==> config.mk <==
export PLATFORM = sky130hd
export DESIGN_NAME = alu_flag_unit
export DESIGN_NICKNAME = d
export VERILOG_FILES = /design/src/rtl/alu_flag_pkg.sv /design/src/rtl/alu_flag_ctrl.sv /design/src/rtl/alu_flag_dpath.sv /design/src/rtl/alu_flag_unit.sv
export SDC_FILE = /design/constraint.sdc
export NUM_CORES = 1
export LEC_CHECK = 0
export BUFFER_PORTS_ARGS = -buffer_cell sky130_fd_sc_hd__buf_2
export CORE_AREA = 5 5 105 107
export DETAILED_ROUTE_END_ITERATION = 6
export DIE_AREA = 0 0 110 112
export PLACE_DENSITY_LB_ADDON = 0.1
export SLEW_MARGIN = 5
export SYNTH_ARGS = -nofsm -noshare
export SYNTH_HDL_FRONTEND = slang
export SYNTH_SLANG_ARGS = --single-unit
==> constraint.sdc <==
create_clock -name clk -period 4.83 [get_ports clk]
set_input_delay 1.449 -clock clk [delete_from_list [all_inputs] [get_ports clk]]
set_output_delay 1.449 -clock clk [all_outputs]
set_load 0.01 [all_outputs]
==> src/rtl/alu_flag_pkg.sv <==
package alu_flag_pkg;

  localparam int DATA_W  = 16;
  localparam int BYTE_W  = 8;
  localparam int FLAG_W  = 16;

  localparam int CF_BIT  = 0;
  localparam int ONE_BIT = 1;
  localparam int PF_BIT  = 2;
  localparam int AF_BIT  = 4;
  localparam int ZF_BIT  = 6;
  localparam int SF_BIT  = 7;
  localparam int TF_BIT  = 8;
  localparam int IF_BIT  = 9;
  localparam int DF_BIT  = 10;
  localparam int OF_BIT  = 11;
  localparam int NIB_BIT = 4;

  localparam logic [FLAG_W-1:0] USED_MASK =
      FLAG_W'((1 << CF_BIT) | (1 << PF_BIT) | (1 << AF_BIT) | (1 << ZF_BIT) |
              (1 << SF_BIT) | (1 << TF_BIT) | (1 << IF_BIT) | (1 << DF_BIT) |
              (1 << OF_BIT));
  localparam logic [FLAG_W-1:0] FIXED_ONES = FLAG_W'(1 << ONE_BIT);

  typedef enum logic [4:0] {
    OP_ADD  = 5'd0,  OP_ADC  = 5'd1,  OP_SUB  = 5'd2,  OP_SBB  = 5'd3,
    OP_CMP  = 5'd4,  OP_AND  = 5'd5,  OP_OR   = 5'd6,  OP_XOR  = 5'd7,
    OP_NOT  = 5'd8,  OP_INC  = 5'd9,  OP_DEC  = 5'd10, OP_SHL  = 5'd11,
    OP_TSET = 5'd12, OP_TCLR = 5'd13, OP_ISET = 5'd14, OP_ICLR = 5'd15,
    OP_DSET = 5'd16, OP_DCLR = 5'd17
  } opCode_e;

  typedef enum logic [2:0] {
    FN_ADD, FN_SUB, FN_AND, FN_OR, FN_XOR, FN_NOT, FN_SHL
  } aluFn_e;

  typedef enum logic [1:0] {
    UPD_KEEP, UPD_CALC, UPD_CLEAR
  } updMode_e;

  typedef enum logic [1:0] {
    CTL_TRAP, CTL_INTR, CTL_DIR
  } ctlSel_e;

  typedef struct packed {
    logic     wrResult;
    logic     wrStatus;
    aluFn_e   fn;
    logic     useCarry;
    logic     bIsOne;
    updMode_e cfMode;
    updMode_e ofMode;
    updMode_e afMode;
    logic     ctlWr;
    ctlSel_e  ctlSel;
    logic     ctlVal;
  } aluStrobe_t;

endpackage

==> src/rtl/alu_flag_ctrl.sv <==
module alu_flag_ctrl
  import alu_flag_pkg::*;
(
  input  logic       opValid,
  input  logic [4:0] opCode,
  output aluStrobe_t strobe
);

  always_comb begin
    strobe = '0;
    if (opValid) begin
      case (opCode)
        OP_ADD, OP_ADC, OP_SUB, OP_SBB, OP_CMP, OP_INC, OP_DEC: begin
          strobe.wrResult = (opCode != OP_CMP);
          strobe.wrStatus = 1'b1;
          strobe.fn       = (opCode == OP_ADD || opCode == OP_ADC ||
                             opCode == OP_INC) ? FN_ADD : FN_SUB;
          strobe.useCarry = (opCode == OP_ADC || opCode == OP_SBB);
          strobe.bIsOne   = (opCode == OP_INC || opCode == OP_DEC);
          strobe.cfMode   = (opCode == OP_INC || opCode == OP_DEC) ? UPD_KEEP : UPD_CALC;
          strobe.ofMode   = UPD_CALC;
          strobe.afMode   = UPD_CALC;
        end
        OP_AND, OP_OR, OP_XOR, OP_NOT: begin
          strobe.wrResult = 1'b1;
          strobe.wrStatus = 1'b1;
          strobe.fn       = (opCode == OP_AND) ? FN_AND :
                            (opCode == OP_OR)  ? FN_OR  :
                            (opCode == OP_XOR) ? FN_XOR : FN_NOT;
          strobe.cfMode   = UPD_CLEAR;
          strobe.ofMode   = UPD_CLEAR;
          strobe.afMode   = UPD_KEEP;
        end
        OP_SHL: begin
          strobe.wrResult = 1'b1;
          strobe.wrStatus = 1'b1;
          strobe.fn       = FN_SHL;
          strobe.cfMode   = UPD_CALC;
          strobe.ofMode   = UPD_CALC;
          strobe.afMode   = UPD_KEEP;
        end
        OP_TSET, OP_TCLR, OP_ISET, OP_ICLR, OP_DSET, OP_DCLR: begin
          strobe.ctlWr  = 1'b1;
          strobe.ctlSel = (opCode == OP_TSET || opCode == OP_TCLR) ? CTL_TRAP :
                          (opCode == OP_ISET || opCode == OP_ICLR) ? CTL_INTR : CTL_DIR;
          strobe.ctlVal = (opCode == OP_TSET || opCode == OP_ISET || opCode == OP_DSET);
        end
        default: strobe = '0;
      endcase
    end
  end

endmodule

==> src/rtl/alu_flag_dpath.sv <==
module alu_flag_dpath
  import alu_flag_pkg::*;
(
  input  logic              clk,
  input  logic              rstN,
  input  aluStrobe_t        strobe,
  input  logic              wide,
  input  logic [DATA_W-1:0] srcA,
  input  logic [DATA_W-1:0] srcB,
  output logic [DATA_W-1:0] result,
  output logic [FLAG_W-1:0] flags
);

  localparam int RAW_W = DATA_W + 1;

  logic [DATA_W-1:0] opA, opB, resVal, resReg;
  logic [RAW_W-1:0]  sumRaw, difRaw, raw;
  logic [FLAG_W-1:0] flagReg, nextFlags;
  logic              carryIn, carryOut, msbA, msbB, msbR, ovf, auxC;

  always_comb begin
    opA = wide ? srcA : {{(DATA_W-BYTE_W){1'b0}}, srcA[BYTE_W-1:0]};
    if (strobe.bIsOne) opB = DATA_W'(1);
    else opB = wide ? srcB : {{(DATA_W-BYTE_W){1'b0}}, srcB[BYTE_W-1:0]};
    carryIn = strobe.useCarry & flagReg[CF_BIT];
    sumRaw  = {1'b0, opA} + {1'b0, opB} + RAW_W'(carryIn);
    difRaw  = {1'b0, opA} - {1'b0, opB} - RAW_W'(carryIn);
    case (strobe.fn)
      FN_ADD:  raw = sumRaw;
      FN_SUB:  raw = difRaw;
      FN_AND:  raw = {1'b0, opA & opB};
      FN_OR:   raw = {1'b0, opA | opB};
      FN_XOR:  raw = {1'b0, opA ^ opB};
      FN_NOT:  raw = {1'b0, ~opA};
      default: raw = {opA, 1'b0};
    endcase
    resVal   = wide ? raw[DATA_W-1:0] : {{(DATA_W-BYTE_W){1'b0}}, raw[BYTE_W-1:0]};
    carryOut = wide ? raw[DATA_W] : raw[BYTE_W];
    msbA     = wide ? opA[DATA_W-1] : opA[BYTE_W-1];
    msbB     = wide ? opB[DATA_W-1] : opB[BYTE_W-1];
    msbR     = wide ? resVal[DATA_W-1] : resVal[BYTE_W-1];
    auxC     = opA[NIB_BIT] ^ opB[NIB_BIT] ^ raw[NIB_BIT];
    case (strobe.fn)
      FN_ADD:  ovf = (msbA == msbB) && (msbR != msbA);
      FN_SUB:  ovf = (msbA != msbB) && (msbR != msbA);
      FN_SHL:  ovf = msbR ^ carryOut;
      default: ovf = 1'b0;
    endcase
  end

  always_comb begin
    nextFlags = flagReg;
    if (strobe.wrStatus) begin
      nextFlags[ZF_BIT] = (resVal == '0);
      nextFlags[SF_BIT] = msbR;
      nextFlags[PF_BIT] = ~^resVal[BYTE_W-1:0];
    end
    if (strobe.cfMode == UPD_CALC)       nextFlags[CF_BIT] = carryOut;
    else if (strobe.cfMode == UPD_CLEAR) nextFlags[CF_BIT] = 1'b0;
    if (strobe.ofMode == UPD_CALC)       nextFlags[OF_BIT] = ovf;
    else if (strobe.ofMode == UPD_CLEAR) nextFlags[OF_BIT] = 1'b0;
    if (strobe.afMode == UPD_CALC)       nextFlags[AF_BIT] = auxC;
    else if (strobe.afMode == UPD_CLEAR) nextFlags[AF_BIT] = 1'b0;
    if (strobe.ctlWr) begin
      case (strobe.ctlSel)
        CTL_TRAP: nextFlags[TF_BIT] = strobe.ctlVal;
        CTL_INTR: nextFlags[IF_BIT] = strobe.ctlVal;
        default:  nextFlags[DF_BIT] = strobe.ctlVal;
      endcase
    end
    nextFlags = (nextFlags & USED_MASK) | FIXED_ONES;
  end

  always_ff @(posedge clk or negedge rstN) begin
    if (!rstN) begin
      resReg  <= '0;
      flagReg <= FIXED_ONES;
    end else begin
      flagReg <= nextFlags;
      if (strobe.wrResult) resReg <= resVal;
    end
  end

  assign result = resReg;
  assign flags  = flagReg;

endmodule

==> src/rtl/alu_flag_unit.sv <==
module alu_flag_unit
  import alu_flag_pkg::*;
(
  input  logic        clk,
  input  logic        rstN,
  input  logic        opValid,
  input  logic [4:0]  opCode,
  input  logic        wide,
  input  logic [15:0] srcA,
  input  logic [15:0] srcB,
  output logic [15:0] result,
  output logic [15:0] flags
);

  aluStrobe_t strobe;

  alu_flag_ctrl i_ctrl (
    .opValid (opValid),
    .opCode  (opCode),
    .strobe  (strobe)
  );

  alu_flag_dpath i_dpath (
    .clk    (clk),
    .rstN   (rstN),
    .strobe (strobe),
    .wide   (wide),
    .srcA   (srcA),
    .srcB   (srcB),
    .result (result),
    .flags  (flags)
  );

endmodule

# Word level (Yosys, flattened, before mapping)
# Cells that the tools add are included.
[word_totals]
regBits = 25
latchBits = 0
mem_bits_rw = 0
rom_bits = 0
out_inout_bits = 32
wordCells = 108
n_memories = 0
[classes]
addsub = 4
multipliers = 0
div_mod_pow = 0
magnitude_cmp = 0
eq_ne = 34
shifts = 0
muxes = 28
bitwise_logic = 9
reduce_logical = 25
[op_table]
columns = ["operator", "count"]
rows = [
  ["$pmux W17 S6", 1],
  ["$mux W16", 4],
  ["$eq A5 B4 Y1 const B", 8],
  ["$eq A5 B3 Y1 const B", 4],
  ["$pmux W6 S3", 1],
  ["$add A16 B16 Y17", 1],
  ["$add A17 B1 Y17", 1],
  ["$mux W17", 1],
  ["$sub A16 B16 Y17", 1],
  ["$sub A17 B1 Y17", 1],
  ["$and A16 B16 Y16", 1],
  ["$logic_not A16 Y1", 1],
  ["$not A16 Y16", 1],
  ["$or A16 B16 Y16", 1],
  ["$xor A16 B16 Y16", 1],
  ["$pmux W5 S3", 1],
  ["$mux W1", 13],
  ["$eq A5 B2 Y1 const B", 2],
  ["$eq A5 B5 Y1 const B", 2],
  ["$eq A3 B3 Y1 const B", 3],
  ["$eq A2 B1 Y1 const B", 4],
  ["$logic_or A1 B1 Y1", 8],
  ["$reduce_xnor A8 Y1", 1],
  ["$reduce_or A7 Y1", 1],
  ["other kinds (23)", 37],
]

# Longest topological paths before layout
[depth]
word_depth = 16
ltp_mapped = 21
ltp_nobuf = 19

# Cells and area by module
# From an unflattened synthesis, not the netlist that was laid out.
[hier_totals]
cells_unflattened = 681
area_unflattened_um2 = 4912.2
[modules_own_cells]
columns = ["mod", "instances", "cells_per_inst", "area_per_inst_um2", "seq_area_each_um2"]
rows = [
  ["alu_flag_dpath", 1, 633, 4584.4, 625.6],
  ["alu_flag_ctrl", 1, 48, 327.8, 0.0],
]

# Worst setup path after synthesis
# Ideal clock, no wire load.
[synth_path]
path_kind = "input to register"
start = "input port opCode[2]"
end = "register i_dpath.flagReg[6], in the netlist i_dpath.flags[6]"
arrival_ns = 5.340
t_required_ns = 4.763
path_slack_ns = -0.577
stages = 21
path_cell_list = "buf_4 > and4bb_4 > o21ai_0 > clkbuf_1 > nand2b_1 > inv_1 > fa_1 > fa_1 > nor2b_1 > o21ai_0 > nand2b_1 > a21o_1 > a21oi_1 > o21ai_0 > a21oi_1 > a2111oi_1 > ha_1 > and4_1 > nand3_1 > nor4bb_1 > a32o_1"
[synth_between]
elab_chain_len = 10
elab_cells_between_ends = 43
classes_between = "add/sub: 4; eq/ne: 16; mux: 10; bitwise: 4; reduce/logical: 9"
[synth_rtl]
columns = ["element", "line_no", "rtl"]
rows = [
  ["start, declared", "alu_flag_unit.sv:7", "input logic [4:0] opCode,"],
  ["$eq A5 B2 Y1 (tied with other cells)", "alu_flag_ctrl.sv:12", "case (opCode)"],
  ["$reduce_or A7 Y1 (tied with other cells)", "alu_flag_ctrl.sv:12", ""],
  ["$mux W2 (tied with other cells)", "alu_flag_ctrl.sv:12", ""],
  ["$mux W17 (*)", "alu_flag_ctrl.sv:11", "if (opValid) begin"],
  ["$mux W16 / $pmux W5 S3 (equally long branches)", "alu_flag_dpath.sv:23, alu_flag_ctrl.sv:12", ""],
  ["$sub A16 B16 Y17 (tied with other cells)", "alu_flag_dpath.sv:27", "difRaw = {1'b0, opA} - {1'b0, opB} - RAW_W'(carryIn);"],
  ["$sub A17 B1 Y17 (tied with other cells)", "alu_flag_dpath.sv:27", ""],
  ["$pmux W17 S6", "alu_flag_dpath.sv:28", "case (strobe.fn)"],
  ["$mux W16", "alu_flag_dpath.sv:37", "resVal = wide ? raw[DATA_W-1:0] : {{(DATA_W-BYTE_W){1'b0}}, raw[BYTE_W-1:0]};"],
  ["$logic_not A16 Y1", "alu_flag_dpath.sv:54", "nextFlags[ZF_BIT] = (resVal == '0);"],
  ["end signal, assigned", "alu_flag_dpath.sv:79", "flagReg <= nextFlags;"],
  ["end, declared", "alu_flag_dpath.sv:18", "logic [FLAG_W-1:0] flagReg, nextFlags;"],
]
# Mark *: on every way between the ends. The rest lies on a longest branch, timed or not.
# A chain may end at the register's enable or synchronous reset.

# Worst setup path in the final report
# Ends and elaborated chain as after synthesis.

==> reports/results.txt <==
Core Rows - 37
Drt drc - 0
Setup crit end kind - register
Synth Register Bits - 25
Worst reg2reg setup slack - 1.16 ns
Asr flop ratio synth - 100%
Critical Path AT - 5.00 ns
Status - completed
All-Layer GR Usage - 24.3%
Gate Count Post-Synth - 613
Sequential area share after synthesis - 13.8%
Largest net degree at the start of global routing - 33
DR pass1 iterations - 4
Total power - 1.18 mW
Period utilisation layout - 99.2%
RSZ-0062 raised after global routing - true
Post-DR vias/cell - 5.43
Final Max Slew Viols - 0
Reg clk slew, reported paths - 0.09 ns
CTS sink cnt - 25
Antenna cells - 0
Total CTS buffers - 3
Post-DR wirelength/cell - 16.9 um
Cell area after synthesis - 4550 sq um
Starting Density - 45.3%
Max Cap Viol - 0
Final std cells w/o fill - 909
Critical path type - in2reg
Clk buf depth - 2
Clock Power Share - 9.9%
Root buffer cell - clkbuf_8
Die area - 12300 sq um
Htree depth - 1
I/O Pins - 73
Drt total wl - 15300 um
Worst hold endpoint - i_dpath.result[9]
GP Congestion - 0.939
Post-DP HPWL - 12600 um
R2r worst-path depth - 17
WP data required - 5.04 ns
Grt ovf - 0
Max FO, Critical Path - 3
Setup TNS - 0 ns
Core area - 10000 sq um
P&R area growth vs syn - 31.5%
Final setup viols - 0
Startpoint Class - primary input
Max VDD drop - 0.113 mV
R2R Path End - i_dpath.flags[6]
Clk_skew - 0.00974 ns
Synth Area per Inst - 7.42 sq um
Initial antenna violation count - 0
Number of DRC markers in iteration 0 - 299
Worst hold slack - 0.478 ns
Synth warnings - 0
Layout cells sized above 1 - 31.3%
P_sw - 0.497 mW
Combinational power share - 67.1%
Main synth FF type - dfrtp_1
Layout Utilization - 59.5%
FILL cells - 979
Port Buffer Count - 65
Slew headroom - 44.5%
Clock Latency Late Sink - 0.26 ns
Sequential Power Share - 22.9%
Placed cells - 900
Minimum clock period - 4.79 ns
EDFF count, synth - 0
Final #Nets - 886
Die Width - 110 um
Hold path cells - 2
Routed Antenna Nets - 0
PnR worst setup slack - 0.0397 ns
Fin. Hold Viols - 0
Placed instance area - 5790 sq um
Sw frac - 42.0%
Hold Startpoint - i_dpath.result[9]
Internal cell power - 0.688 mW
Cell Pwr Density - 198 nW/um^2
Number of global-route vias before repair - 4653
Netlist cell types - 78
Via count - 4937
Leakage - 3.02 nW
TritonCTS clock tree - done
Worst r2r src - i_dpath.flags[0]
Slew @ Worst Pin - 0.831 ns
Fmax - 209 MHz
Worst hold path class - reg2reg
DP Worst Slack - -0.514 ns
Die Y - 112 um
First-pass GRT wire length - 24000 um
Final Instance Area - 5980 sq um
==> critical path: stages <==
cell	delay (ns)
buf_6	0.09
and4bb_4	0.34
o21ai_4	0.09
nand2b_4	0.09
inv_2	0.04
fa_2	0.36
fa_2	0.44
nor2b_4	0.16
o21ai_2	0.06
nand2b_1	0.09
a21o_1	0.14
a21oi_2	0.07
o21ai_2	0.13
a21oi_2	0.09
a2111oi_4	0.32
ha_2	0.25
and4_1	0.21
nand3_2	0.09
nor4bb_1	0.30
a32o_1	0.20
==> state kept, by name, indices dropped and copies added (netlist names) <==
name,flops
i_dpath.result,16
i_dpath.flags,9
==> Yosys cell counts (all sizes together) (3+ instances only) <==
master,instances,area [sq um]
nand2,76,285
ha,68,851
inv,61,229
o21ai,59,299
nor2,39,151
a21oi,35,186
dfrtp,25,626
buf,21,144
xnor2,15,131
clkbuf,14,52.6
nand2b,12,75.1
nand3,12,60.1
o211ai,12,95.1
xor2,11,96.3
nor2b,10,62.6
a211oi,9,82.6
and2,9,56.3
nor3,9,50.1
a21o,8,60.1
o22ai,8,50.1
mux2i,6,60.1
o221ai,6,52.6
a221oi,5,50.0
and3,5,31.3
nand4,5,31.3
nor4,5,46.3
a2111oi,4,48.8
a31oi,4,25.0
o31ai,4,30.0
or2,4,25.0
a22o,3,26.3
a311oi,3,32.5
fa,3,60.1
nor3b,3,22.5
o21a,3,22.5
o311ai,3,33.8
==> layout make-up <==
| class | instances | area (sq um) | area share (%) |
|---|---|---|---|
| Timing Repair Buffer | 186 | 1250 | 20.9 |
| Sequential cell | 25 | 626 | 10.5 |
| Clock buffer | 3 | 41.3 | 0.690 |
| Clock inverter | 1 | 5.00 | 0.0837 |
| Tap cell | 136 | 170 | 2.85 |
| Multi-Input combinational cell | 497 | 3660 | 61.2 |
| Inverter | 61 | 229 | 3.83 |
==> cell families after synthesis <==
kind of cell,count (synthesis),synth area share (%)
compound gates,184,27.8
fa+ha+maj,71,20.0
mux,7,1.57
flops,25,13.8
xor+xnor,26,5.01
buf+inv,96,9.35
simple gates,202,22.4
other cells,2,0.165
==> cell usage in the layout (no fill, tap or decap), types with 7 or more instances in the layout <==
cell type	netlist	final
nand2_1	76	76
xor2_1	11	11
and2_1	9	8
nand2b_1	12	11
inv_1	61	60
dfrtp_1	25	25
conb_1	2	7
ha_1	68	66
a21o_1	8	8
o211ai_1	11	11
a21oi_1	32	29
o21ai_0	57	51
nand3_1	12	11
nor2_1	37	37
nor3_1	8	7
xnor2_1	15	15
o22ai_1	8	8
buf_4	11	119
buf_2	7	64
==> how the worst max path moves through the flow <==
stage,start,end
after global routing,opCode[2],i_dpath.flags[6]
after floorplan,opCode[2],i_dpath.flags[6]
final,opCode[2],i_dpath.flags[6]
after CTS,opCode[2],i_dpath.flags[6]
after global placement,opCode[4],i_dpath.flags[6]
after detailed placement,opCode[4],i_dpath.flags[6]
==> layer usage <==
metal | GRT usage (%) | vias up | wire, um
met1 | 34.7 | 2307 | 7250
li1 | - | 2487 | -
met3 | 1.22 | 22 | 737
met4 | 4.24 | 0 | 252
met2 | 40.5 | 121 | 7090
met5 | 0 | - | 0
==> what timing repair did <==
item | CTS | global route
endpoints found under the setup margin | 3 | 4
hold buffers | 0 | 0
pin swaps | 14 | 12
gates resized for setup | 9 | 15
buffers inserted | 4 | 1
==> power groups by stage <==
stage          registers, mW  logic, mW  clock network (mW)
2_1_floorplan          0.298      0.434                   0
3_3_place_gp           0.276      0.754                   0
3_5_place_dp           0.277      0.763                   0
4_1_cts                0.273      0.778               0.119
5_1_grt                0.277      0.873               0.132
6_report               0.272      0.796               0.118
No activity file was read; power rests on OpenSTA's default activity.
